**src/rtl/trig_emit_pkg.sv**
```systemverilog
package trig_emit_pkg;

  // A request becomes a trigger only when nothing else claims the edge.
  function automatic logic may_issue(input logic req, input logic busy,
                                     input logic streaming, input logic pulse_now,
                                     input logic run_begin);
    return req & ~busy & ~streaming & ~pulse_now & ~run_begin;
  endfunction

  // Width of a down-counter that must hold the value n.
  function automatic int left_bits(input int n);
    return $clog2(n + 1);
  endfunction

endpackage

```
**src/rtl/trig_num_counter.sv**
```systemverilog
module trig_num_counter #(
  parameter int NUM_W = 32
) (
  input  logic             clk,
  input  logic             rst_n,
  input  logic             clear,
  input  logic             step,
  output logic [NUM_W-1:0] count
);

  always_ff @(posedge clk) begin
    if (!rst_n)      count <= '0;
    else if (clear)  count <= '0;
    else if (step)   count <= count + NUM_W'(1);
  end

  AST_COUNT_STEP: assert property (@(posedge clk) disable iff (!rst_n)
    (step && !clear) |=> (count == $past(count) + NUM_W'(1)));
  AST_COUNT_CLEAR: assert property (@(posedge clk) disable iff (!rst_n)
    clear |=> (count == '0));

endmodule

```
**src/rtl/sync_num_shifter.sv**
```systemverilog
module sync_num_shifter #(
  parameter int NUM_W = 32
) (
  input  logic             clk,
  input  logic             rst_n,
  input  logic             abort,
  input  logic             load,
  input  logic [NUM_W-1:0] value,
  output logic             bit_q,
  output logic             active
);
  import trig_emit_pkg::*;

  localparam int CW = left_bits(NUM_W);

  logic [NUM_W-1:0] sh_q;
  logic [CW-1:0]    left_q;

  assign active = (left_q != '0);

  always_ff @(posedge clk) begin
    if (!rst_n || abort) begin
      sh_q   <= '0;
      left_q <= '0;
      bit_q  <= 1'b0;
    end else if (load) begin
      sh_q   <= value;
      left_q <= CW'(NUM_W);
      bit_q  <= 1'b0;
    end else if (active) begin
      bit_q  <= sh_q[0];
      sh_q   <= sh_q >> 1;
      left_q <= left_q - CW'(1);
    end else begin
      bit_q  <= 1'b0;
    end
  end

  AST_LOAD_STARTS: assert property (@(posedge clk) disable iff (!rst_n)
    (load && !abort) |=> active);
  AST_IDLE_LOW: assert property (@(posedge clk) disable iff (!rst_n)
    (!active && !load) |=> !bit_q);
  AST_ABORT_STOPS: assert property (@(posedge clk) disable iff (!rst_n)
    abort |=> (!active && !bit_q));

endmodule

```
**src/rtl/sync_trig_emitter.sv**
```systemverilog
module sync_trig_emitter #(
  parameter int NUM_W = 32
) (
  input  logic clk,
  input  logic rst_n,
  input  logic trig_req,
  input  logic run_start,
  input  logic dut_busy,
  input  logic num_mode,
  output logic trig_out,
  output logic sync_out
);
  import trig_emit_pkg::*;

  logic             trig_q;
  logic             t0_q;
  logic             issue;
  logic             load_num;
  logic             stream_active;
  logic             stream_bit;
  logic [NUM_W-1:0] trig_num;

  assign issue    = may_issue(trig_req, dut_busy, stream_active, trig_q, run_start);
  assign load_num = issue & num_mode;

  trig_num_counter #(.NUM_W(NUM_W)) u_cnt (
    .clk   (clk),
    .rst_n (rst_n),
    .clear (run_start),
    .step  (issue),
    .count (trig_num)
  );

  sync_num_shifter #(.NUM_W(NUM_W)) u_shift (
    .clk    (clk),
    .rst_n  (rst_n),
    .abort  (run_start),
    .load   (load_num),
    .value  (trig_num),
    .bit_q  (stream_bit),
    .active (stream_active)
  );

  always_ff @(posedge clk) begin
    if (!rst_n) begin
      trig_q <= 1'b0;
      t0_q   <= 1'b0;
    end else begin
      trig_q <= issue;
      t0_q   <= run_start;
    end
  end

  assign trig_out = trig_q;
  assign sync_out = t0_q | stream_bit;

  AST_TRIG_SINGLE: assert property (@(posedge clk) disable iff (!rst_n)
    trig_out |=> !trig_out);
  AST_BUSY_VETO: assert property (@(posedge clk) disable iff (!rst_n)
    dut_busy |=> !trig_out);
  AST_RUN_T0: assert property (@(posedge clk) disable iff (!rst_n)
    run_start |=> sync_out);
  AST_RUN_PRIO: assert property (@(posedge clk) disable iff (!rst_n)
    run_start |=> !trig_out);
  AST_STREAM_VETO: assert property (@(posedge clk) disable iff (!rst_n)
    (stream_active && trig_req) |=> !trig_out);
  AST_T0_ONE: assert property (@(posedge clk) disable iff (!rst_n)
    (t0_q && !run_start) |=> !t0_q);

endmodule

```
**config.mk**
```make
export PLATFORM = sky130hd
export DESIGN_NAME = sync_trig_emitter
export DESIGN_NICKNAME = d
export VERILOG_FILES = /design/src/rtl/trig_emit_pkg.sv /design/src/rtl/trig_num_counter.sv /design/src/rtl/sync_num_shifter.sv /design/src/rtl/sync_trig_emitter.sv
export SDC_FILE = /design/constraint.sdc
export NUM_CORES = 1
export LEC_CHECK = 0
export BUFFER_PORTS_ARGS = -buffer_cell sky130_fd_sc_hd__buf_4
export CAP_MARGIN = 30
export CORE_ASPECT_RATIO = 0.6
export CORE_MARGIN = 1.5
export CORE_UTILIZATION = 35
export DETAILED_ROUTE_END_ITERATION = 8
export PLACE_DENSITY = 0.55
export SYNTH_ARGS = -nofsm -noshare
export SYNTH_HDL_FRONTEND = slang
export SYNTH_SLANG_ARGS = --single-unit
```
**constraint.sdc**
```tcl
create_clock -name clk -period 3.1 [get_ports clk]
set_input_delay 0.93 -clock clk [delete_from_list [all_inputs] [get_ports clk]]
set_output_delay 0.93 -clock clk [all_outputs]
set_load 0.02 [all_outputs]
```
=== Word-level counts from Yosys, hierarchy flattened ===
Cells that the tools add are included.

* Register bits after elaboration: 73
* Latch bits: 0
* Memory bits (writable): 0
* Memory bits (read-only): 0
* Input bits: 6
* Output and inout port bits: 2
* Logic and storage cells: 31
* Memories kept: 0

* Add/sub/neg operators: 2
* Multiply operators: 0
* Div/mod/pow operators: 0
* Magnitude comparators: 0
* Equal/unequal tests: 0
* Shift operators: 0
* Muxes and demuxes: 4
* Bitwise gates (word level): 11
* Reduce and logical (&&, ||, !) cells: 7

{| class="wikitable"
|+ Operators by type and width
! operator !! number
|-
| 32-bit 2-to-1 mux || 2
|-
| 32-bit by 1-bit adder with 32-bit output, second input constant || 1
|-
| 6-bit 2-to-1 mux || 2
|-
| 6-bit nonzero test || 1
|-
| 6-bit by 1-bit subtractor with 6-bit output, second input constant || 1
|-
| 1-bit AND || 5
|-
| 1-bit inverter || 5
|-
| 2-bit OR reduction || 2
|-
| 3-bit OR reduction || 1
|-
| 2-bit nonzero test || 1
|-
| 1-bit logical NOT || 1
|-
| 1-bit logical OR || 1
|-
| 1-bit bitwise OR || 1
|}

=== Logic depth before layout (Yosys ltp) ===
Gate-level depths: netlist of the first run.

* Word-level depth: 7
* Mapped depth: 8
* Gate-level depth less buffers: 7

=== Hierarchy ===
Synthesis of the first run repeated with hierarchy kept, for this count alone.

* Cell total of the unflattened synthesis: 407
* Area, all modules: 3731.1 um^2

{| class="wikitable"
|+ Modules (own cells, without submodules)
! module !! times used !! cells an instance !! area an instance (um^2) !! seq. area each (um^2)
|-
| sync_num_shifter || 1 || 221 || 2093.3 || 780.7
|-
| trig_num_counter || 1 || 178 || 1552.7 || 640.6
|-
| sync_trig_emitter || 1 || 8 || 85.1 || 40.0
|}

=== Worst setup path before layout of the first run ===
No wires, ideal clock.

* Path kind: input port to flip-flop
* Start: in dut_busy
* End: reg u_cnt.count[27]
* Library setup time: 115 ps
* Arrival time: 2381 ps
* Required time: 2985 ps
* Setup slack: 604 ps
* Stages: 5
* Path buffers: 0
* Cells stage by stage: or4b_4 -> nor4_4 -> nand3_1 -> o21a_1 -> o21ba_2

* Cells in the longest elaborated chain, start to end: 5

{| class="wikitable"
|+ Ends and longest elaborated chain
! item !! RTL line !! RTL
|-
| start: declaration || sync_trig_emitter.sv:8 || <nowiki>input logic dut_busy,</nowiki>
|-
| 1-bit inverter || trig_emit_pkg.sv:7 || <nowiki>return req & ~busy & ~streaming & ~pulse_now & ~run_begin;</nowiki>
|-
| 1-bit AND (4 in series) || trig_emit_pkg.sv:7 ||
|-
| end signal: assignment || trig_num_counter.sv:14 || <nowiki>else if (step) count <= count + NUM_W'(1);</nowiki>
|-
| end: declaration || trig_num_counter.sv:8 || <nowiki>output logic [NUM_W-1:0] count</nowiki>
|}

Every way passes these cells.
A chain may end at the register's enable or synchronous reset.

=== Worst setup path after layout of the first run ===
Ends and elaborated chain as after synthesis.

==> results of run 1 <==
==> path summary, 6_finish.rpt <==
path	from	slack (ns)	to	cells past startpoint
hold reg to reg	u_shift.sh_q[0]$_SDFFE_PP0P_	0.48	u_shift.bit_q$_SDFF_PP0_	1
setup reg to reg	u_shift.left_q[2]$_SDFFE_PP0P_	0.93	u_shift.sh_q[10]$_SDFFE_PP0P_	5
setup / recovery	dut_busy	0.69	u_cnt.count[27]$_SDFFE_PP0P_	6
hold / removal	u_shift.sh_q[0]$_SDFFE_PP0P_	0.48	u_shift.bit_q$_SDFF_PP0_	1
==> routing by layer <==
layer  up-vias  track usage [%]  share of wire [%]
met4         0             5.06                1.0
met5         -                0                  0
li1       1423                -                  -
met3        10             5.39                5.0
met2        45             20.6                 36
met1      1293             25.2                 58
==> flip-flops by register name (all words and copies together), names as in the netlist <==
register,flops
trig_out,1
u_shift.left_q,6
u_cnt.count,32
t0_q,1
u_shift.sh_q,32
u_shift.bit_q,1
==> synthesized netlist by cell type <==
| cell type | n | area, µm² |
|---|---|---|
| sky130_fd_sc_hd__mux2i_1 | 1 | 10.0 |
| sky130_fd_sc_hd__nor3_4 | 1 | 16.3 |
| sky130_fd_sc_hd__o21a_1 | 1 | 7.51 |
| sky130_fd_sc_hd__nor3b_1 | 1 | 7.51 |
| sky130_fd_sc_hd__clkbuf_1 | 22 | 82.6 |
| sky130_fd_sc_hd__o21ai_0 | 4 | 20.0 |
| sky130_fd_sc_hd__and4_1 | 3 | 26.3 |
| sky130_fd_sc_hd__nand4_1 | 15 | 93.8 |
| sky130_fd_sc_hd__o21ba_2 | 1 | 10.0 |
| sky130_fd_sc_hd__nor2_1 | 66 | 248 |
| sky130_fd_sc_hd__xnor2_1 | 10 | 87.6 |
| sky130_fd_sc_hd__and3_1 | 6 | 37.5 |
| sky130_fd_sc_hd__nand2b_1 | 2 | 12.5 |
| sky130_fd_sc_hd__dfxtp_1 | 73 | 1460 |
| sky130_fd_sc_hd__nand2_1 | 41 | 154 |
| sky130_fd_sc_hd__a31oi_1 | 1 | 6.26 |
| sky130_fd_sc_hd__inv_1 | 5 | 18.8 |
| sky130_fd_sc_hd__clkbuf_2 | 1 | 5.00 |
| sky130_fd_sc_hd__a211oi_1 | 2 | 15.0 |
| sky130_fd_sc_hd__nor4_4 | 2 | 42.5 |
| sky130_fd_sc_hd__and2_1 | 2 | 12.5 |
| sky130_fd_sc_hd__nand3b_1 | 1 | 7.51 |
| sky130_fd_sc_hd__nand4_2 | 1 | 12.5 |
| sky130_fd_sc_hd__or3_1 | 6 | 37.5 |
| sky130_fd_sc_hd__nand4b_1 | 2 | 17.5 |
| sky130_fd_sc_hd__ha_1 | 3 | 37.5 |
| sky130_fd_sc_hd__a21oi_1 | 6 | 30.0 |
| sky130_fd_sc_hd__buf_2 | 5 | 25.0 |
| sky130_fd_sc_hd__xor2_1 | 20 | 175 |
| sky130_fd_sc_hd__a311oi_1 | 31 | 272 |
| sky130_fd_sc_hd__or4_1 | 1 | 7.51 |
| sky130_fd_sc_hd__or4b_4 | 1 | 13.8 |
| sky130_fd_sc_hd__buf_6 | 1 | 11.3 |
| sky130_fd_sc_hd__or2_2 | 1 | 6.26 |
| sky130_fd_sc_hd__nand3_1 | 43 | 215 |
| sky130_fd_sc_hd__nor4b_1 | 1 | 8.76 |
| sky130_fd_sc_hd__nor4_1 | 3 | 18.8 |
| sky130_fd_sc_hd__nor3_1 | 11 | 55.1 |
==> report_power, final <==
part,switching (mW),internal [mW]
Clock,0.368,0.560
Sequential,0.126,1.18
Combinational,0.955,0.513
Total,1.45,2.25
==> kinds of logic (layout without fill, tap and decap cells) <==
logic type	count (synthesis)	after routing
AO/OA/AOI/OAI	46	46
buffers and inverters	34	38
XOR/XNOR	30	30
adder cells (fa/ha/maj)	3	3
AND/OR/NAND/NOR	210	210
flip-flops	73	73
multiplexers	1	1
==> area by class of cell <==
class                   instances  area [µm²]  share of cell area (%)
clock buffers                  15         258                    6.79
inverters                       5        18.8                   0.494
multi-input cells             290        1740                    45.8
flip-flops and latches         73        1460                    38.5
well taps                     130         163                    4.28
repair buffers                 18         160                    4.22
==> run metrics, run 1 <==
outcome completed; clock-pin slew on the worst setup and hold paths 0.05 ns; net count after synthesis 406; Largest stage delay, worst path 0.61 ns; ant diodes 0; category of the worst setup path launch point input port; Post-Layout Cell Count 531; Placement Setup Slack 0.360 ns; area enclosed by the die boundary 10100 µm²; vias in the first global route 2493; Core Area 9190 µm²; Req. time, crit path 3.33 ns; DPL Wire Length 5020 µm; max_slew headroom 59.3%; number of hold-repair buffers added at the cts stage 0; maximum buffer depth of the clock tree 2; leading cell types in the layout, fill and taps excluded sky130_fd_sc_hd__dfxtp_1 (73), sky130_fd_sc_hd__nor2_1 (65), sky130_fd_sc_hd__nand3_1 (43); class of the tightest hold or removal check flop to flop; effective utilization at floorplan 36.2%; Worst Hold Slack 0.479 ns; count of endpoints failing setup in the final report 0; adder and majority gate portion of the synthesized area 1.13%; worst-path fanout max 5; Worst-Margin Slew 0.606 ns; global-route wire length before repair 12800 µm; share of synthesized area occupied by flip-flops and latches 43.9%; Critical Path, Cell by Cell buf_4, or4b_4, nor4_4, nand3_1, o21a_1, o21ba_2; clock tree root buffer cell sky130_fd_sc_hd__clkbuf_16; remaining antenna violation count 0; synthesis-to-layout area growth 14.2%; count of distinct cell types in the synthesized netlist 38; Placed Area 3540 µm²; slowest stage cell, crit path sky130_fd_sc_hd__or4b_4; multiplexer fraction of the synthesized cell area 0.301%; Mapped Cells 397; drt drc 0; vias per inst 5.22; total of buffers placed on input and output ports 7; Lkg Pwr 1.28 nW; Placement Rows 27; simple-gate area share of the yosys netlist 31.6%; Final Wtd Congestion 0.854; overall die width 129 µm; cell area after technology mapping 3330 µm²; share of the clock period used by the worst path after layout 77.8%; fillcell total 956; H-Tree Level Count 3; final core occ 41.3%; synthesized area per cell 8.38 µm²; Worst-Skew Late Latency 0.34 ns; post-CTS sizing 0; height of the die 78.5 µm; maximum number of pins on one net before global-route repair 47; Tot GR Track Use 16.3%; clk_skew 0.00522 ns; Yosys warning total 0; Final Instance Area 3800 µm²; worst supply voltage drop on vdd 0.000596 V; dpl cells 516; count of endpoints failing hold in the final timing report 0; layout cell share with drive strength beyond 1 9.48%; CTS tree built; Max Fclk 415 MHz; vias after detailed routing 2771; DR iter-0 viols 224; number of antenna violations at the first check in global routing 0; overflow left after global routing 0; MaxCap Viol Count 0; final WL 7520 µm; final worst setup slack 0.689 ns; flip-flop and latch count after synthesis 73; total design power 3.70 mW; router iterations before antenna repair 5; clk sinks 73; DR WL/cell 14.2 µm; num ports 8; synthesized-area fraction occupied by ao, oa, aoi and oai cells 10.8%; leading cell type in the layout, fill and taps excluded sky130_fd_sc_hd__dfxtp_1; Worst Setup End Kind flop; WP data arrival 2.64 ns; combinational family with the most area after synthesis simple AND/OR/NAND/NOR gates; Buf/Inv on CP 1; parity-gate share of the synthesized area counting xor and xnor cells 7.90%; time the worst path needs with I/O delays and setup 2.41 ns; final-layout setup total negative slack 0 ns; power density over the cells 975 nW/µm²; clock buffers created by TritonCTS 9; nets@finish 406; worst setup path class input port to flop; number of max-slew violations in the final report 0; Setup Fix Bufs, Post-CTS 0; kind of cell adding the most delay to the critical path simple AND/OR/NAND/NOR gates; unrepaired setup endpoints after global routing false
Power figures use the tool's default switching activity.
==> inputs of run 2 (changes only) <==
==> constraint.sdc (replaced) <==
create_clock -name clk -period 2.3 [get_ports clk]
set_input_delay 0.69 -clock clk [delete_from_list [all_inputs] [get_ports clk]]
set_output_delay 0.69 -clock clk [all_outputs]
set_load 0.02 [all_outputs]
==> run metrics, run 2 (synthesis results as in run 1) <==
outcome completed; worst supply voltage drop on vdd 0.000651 V; synthesis-to-layout area growth 18.3%; Worst-Margin Slew 0.481 ns; worst-path fanout max 7; power density over the cells 1310 nW/µm²; clk_skew 0.00671 ns; drt drc 0; Critical Path, Cell by Cell buf_4, or4b_4, or3_1, or3_1, a21oi_1; Req. time, crit path 2.56 ns; vias per inst 5.15; router iterations before antenna repair 4; Worst Setup End Kind flop; Worst-Skew Late Latency 0.33 ns; busiest grt layer met1; final core occ 42.8%; Lkg Pwr 1.37 nW; post-CTS sizing 0; share of the clock period used by the worst path after layout 92.4%; overflow left after global routing 0; maximum number of pins on one net before global-route repair 72; leading cell types in the layout, fill and taps excluded sky130_fd_sc_hd__dfxtp_1 (73), sky130_fd_sc_hd__nor2_1 (65), sky130_fd_sc_hd__nand3_1 (43); Post-Layout Cell Count 544; remaining antenna violation count 0; overall die width 129 µm; time the worst path needs with I/O delays and setup 2.13 ns; number of antenna violations at the first check in global routing 0; clock buffers created by TritonCTS 9; clk sinks 73; global-route wire length before repair 13000 µm; effective utilization at floorplan 36.2%; clock-pin slew on the worst setup and hold paths 0.05 ns; biggest registers after layout u_cnt.count (32), u_shift.sh_q (32), u_shift.left_q (6); total of buffers placed on input and output ports 7; category of the worst setup path launch point input port; dpl cells 529; nets@finish 419; DR WL/cell 14.2 µm; met1 Use GR 24.9%; maximum buffer depth of the clock tree 2; max_slew headroom 67.7%; cell seen most often among critical-path stages sky130_fd_sc_hd__or3_1; unrepaired setup endpoints after global routing false; num ports 8; Tot GR Track Use 16.5%; Final Wtd Congestion 0.786; Core Area 9190 µm²; leading cell type in the layout, fill and taps excluded sky130_fd_sc_hd__dfxtp_1; ant diodes 0; Placement Rows 27; vias after detailed routing 2800; Placed Area 3640 µm²; height of the die 78.5 µm; number of hold-repair buffers added at the cts stage 0; area enclosed by the die boundary 10100 µm²; count of endpoints failing hold in the final timing report 0; Largest stage delay, worst path 0.61 ns; clock tree root buffer cell sky130_fd_sc_hd__clkbuf_16; total design power 5.16 mW; layout cell share with drive strength beyond 1 13.3%; count of endpoints failing setup in the final report 0; Max Fclk 471 MHz; class of the tightest hold or removal check flop to flop; Setup Fix Bufs, Post-CTS 0; H-Tree Level Count 3; DPL Wire Length 5250 µm; Final Instance Area 3940 µm²; worst setup path class input port to flop; DR iter-0 viols 191; met3 track utilization from global routing 5.32%; slowest stage cell, crit path sky130_fd_sc_hd__or4b_4; MaxCap Viol Count 0; vias in the first global route 2539; number of max-slew violations in the final report 0; GR Util met2 21.9%; final WL 7700 µm; WP data arrival 2.38 ns; CTS tree built
## run 2: changes by cell type in the layout (fill, tap and decap cells not counted), sizes merged
cell,delta
clkbuf,-3
buf,+13
clkinv,+2
bufinv,+1
## run 2: metal layers
layer  share of wire, %  wire (µm)
met3                3.8        291
met2                 39       3000
met5                  0          0
met4               0.38         29
met1                 57       4380
## run 2: critical path: cells and delay by family
family / cells / cell delay [ns]
simple gates: 3 / 1.43
compound gates: 1 / 0.15
buf+inv: 1 / 0.11
## run 2: worst paths after layout
check                                from                          end  slack [ns]  cells past startpoint
max                              dut_busy  u_cnt.count[3]$_SDFFE_PP0P_        0.17                      5
min          u_shift.sh_q[0]$_SDFFE_PP0P_     u_shift.bit_q$_SDFF_PP0_        0.48                      1
max reg2reg           trig_out$_SDFF_PN0_  u_cnt.count[3]$_SDFFE_PP0P_        0.33                      4
min reg2reg  u_shift.sh_q[0]$_SDFFE_PP0P_     u_shift.bit_q$_SDFF_PP0_        0.48                      1
## run 2: final cells by class
type / count / area (µm²)
repair buffers: 31 / 258
inverters: 5 / 18.8
clock inverters: 3 / 40.0
fillers: 949 / 5250
well taps: 130 / 163
multi-input cells: 290 / 1740
flip-flops and latches: 73 / 1460
clock buffers: 12 / 256
## run 2: metrics by stage
step	hold slack, ns	setup slack [ns]	setup TNS (ns)
final	0.475	0.175	0
after global routing	0.494	0.0733	0
after CTS	0.479	0.191	0
after detailed placement	0.470	-0.157	-1.18
after global placement	0.467	-0.115	-0.681
after floorplan	0.454	0.0441	0
## run 2: report_power, final
| part | switching (mW) | internal [mW] |
|---|---|---|
| registers | 0.175 | 1.59 |
| clock network | 0.505 | 0.889 |
| logic | 1.28 | 0.724 |
==> inputs of run 3 (changes only) <==
--- a/config.mk
+++ b/config.mk
@@ -7,11 +7,13 @@
 export LEC_CHECK = 0
 export BUFFER_PORTS_ARGS = -buffer_cell sky130_fd_sc_hd__buf_4
 export CAP_MARGIN = 30
+export CELL_PAD_IN_SITES_DETAIL_PLACEMENT = 2
+export CELL_PAD_IN_SITES_GLOBAL_PLACEMENT = 2
 export CORE_ASPECT_RATIO = 0.6
 export CORE_MARGIN = 1.5
 export CORE_UTILIZATION = 35
 export DETAILED_ROUTE_END_ITERATION = 8
-export PLACE_DENSITY = 0.55
+export PLACE_DENSITY = 0.78
 export SYNTH_ARGS = -nofsm -noshare
 export SYNTH_HDL_FRONTEND = slang
 export SYNTH_SLANG_ARGS = --single-unit
==> constraint.sdc (replaced) <==
create_clock -name clk -period 2.3 [get_ports clk]
set_input_delay 0.46 -clock clk [delete_from_list [all_inputs] [get_ports clk]]
set_output_delay 0.46 -clock clk [all_outputs]
set_load 0.02 [all_outputs]
==> run metrics, run 3 (synthesis results as in run 1) <==
time the worst path needs with I/O delays and setup 2.12 ns; effective utilization at floorplan 36.2%; DPL Wire Length 6710 µm; fillcell total 1033; clk sinks 73; total of buffers placed on input and output ports 7; power density over the cells 1400 nW/µm²; MaxCap Viol Count 0; number of antenna violations at the first check in global routing 0; total design power 5.54 mW; global-route wire length before repair 16800 µm; max_slew headroom 74.0%; worst-path fanout max 11; clock buffers created by TritonCTS 9; Int Power 3.41 mW; post-CTS sizing 0; clock-pin slew on the worst setup and hold paths 0.06 ns; Core Area 9190 µm²; outcome completed; H-Tree Level Count 3; Setup Fix Bufs, Post-CTS 0; Placement Rows 27; Gate power share 38.6%; Post-Layout Cell Count 542; unrepaired setup endpoints after global routing false; height of the die 78.5 µm; maximum buffer depth of the clock tree 2; remaining antenna violation count 0; category of the worst setup path launch point flop; dpl cells 526; area enclosed by the die boundary 10100 µm²; ant diodes 0; fraction of power spent switching nets 38.5%; overall die width 129 µm; number of max-slew violations in the final report 0; maximum number of pins on one net before global-route repair 40; clock tree root buffer cell sky130_fd_sc_hd__clkbuf_16; nets@finish 416; biggest registers after layout u_cnt.count (32), u_shift.sh_q (32), u_shift.left_q (6); vias in the first global route 3170; overflow left after global routing 0; layout cell share with drive strength beyond 1 13.1%; Worst-Skew Late Latency 0.34 ns; DR WL/cell 18.5 µm; num ports 8; class of the tightest hold or removal check input port to flop; final WL 10100 µm; DR iter-0 viols 129; Max Fclk 473 MHz; Worst Setup End Kind flop; count of endpoints failing setup in the final report 0; vias after detailed routing 2963; worst supply voltage drop on vdd 0.000764 V; final core occ 43.1%; power spent charging and discharging nets 2.13 mW; drt drc 0; Req. time, crit path 2.52 ns; count of endpoints failing hold in the final timing report 0; clk_skew 0.00570 ns; Lkg Pwr 1.38 nW; final-layout setup total negative slack 0 ns; leading cell type in the layout, fill and taps excluded sky130_fd_sc_hd__dfxtp_1; leading cell types in the layout, fill and taps excluded sky130_fd_sc_hd__dfxtp_1 (73), sky130_fd_sc_hd__nor2_1 (65), sky130_fd_sc_hd__nand3_1 (43); Clock power frac 29.3%; Worst-Margin Slew 0.390 ns; Tot GR Track Use 21.7%; synthesis-to-layout area growth 19.1%; number of hold-repair buffers added at the cts stage 0; CTS tree built; WP data arrival 2.34 ns; share of the clock period used by the worst path after layout 92.0%; Final Wtd Congestion 0.768; router iterations before antenna repair 4; vias per inst 5.47; sequential share of power 32.1%; worst setup path class flop to flop
-- run 3: power by group through the flow --
stage / registers, mW / clock network [mW] / logic (mW)
after detailed placement: 1.81 / 0 / 2.10
after global routing: 1.82 / 1.71 / 2.40
after global placement: 1.78 / 0 / 2.00
after CTS: 1.78 / 1.67 / 2.15
after floorplan: 1.75 / 0 / 1.54
final: 1.78 / 1.62 / 2.14
-- run 3: worst paths after layout --
check / startpoint / endpoint / slack, ns / depth (start not counted)
max: u_shift.left_q[2]$_SDFFE_PP0P_ / u_cnt.count[16]$_SDFFE_PP0P_ / 0.18 / 7
min: rst_n / trig_out$_SDFF_PN0_ / 0.37 / 2
max reg2reg: u_shift.left_q[2]$_SDFFE_PP0P_ / u_cnt.count[16]$_SDFFE_PP0P_ / 0.18 / 7
min reg2reg: u_shift.sh_q[0]$_SDFFE_PP0P_ / u_shift.bit_q$_SDFF_PP0_ / 0.48 / 1
-- run 3: cell type report --
cell class / instances / area [µm²] / area share, %
Clock buffer: 10 / 239 / 6.03
Clock inverter: 6 / 105 / 2.65
Inverter: 5 / 18.8 / 0.474
Multi-Input combinational cell: 290 / 1740 / 43.9
Sequential cell: 73 / 1460 / 36.9
Tap cell: 130 / 163 / 4.11
Timing Repair Buffer: 28 / 235 / 5.94
-- run 3: critical path, stage by stage, from the launching register on --
cell	delay, ns
sky130_fd_sc_hd__dfxtp_1	0.34
sky130_fd_sc_hd__or3_1	0.53
sky130_fd_sc_hd__buf_4	0.22
sky130_fd_sc_hd__nor3_1	0.24
sky130_fd_sc_hd__buf_4	0.24
sky130_fd_sc_hd__nand4_1	0.14
sky130_fd_sc_hd__xor2_1	0.21
sky130_fd_sc_hd__nor2_1	0.07
-- run 3: through the flow --
stage	instance area, µm²	setup slack, ns	hold slack [ns]
after floorplan	3330	0.274	0.454
final	3960	0.184	0.367
after CTS	3960	0.191	0.344
after global routing	3960	0.108	0.359
after detailed placement	3620	0.0285	0.473
after global placement	3620	0.104	0.467
-- run 3: per-layer routing --
metal	global-route usage, %	vias to the layer above	wire (µm)
met5	0	-	0
met4	7.87	0	159
met1	28.1	1488	4950
met2	35.6	28	4650
li1	-	1434	-
met3	4.98	13	294
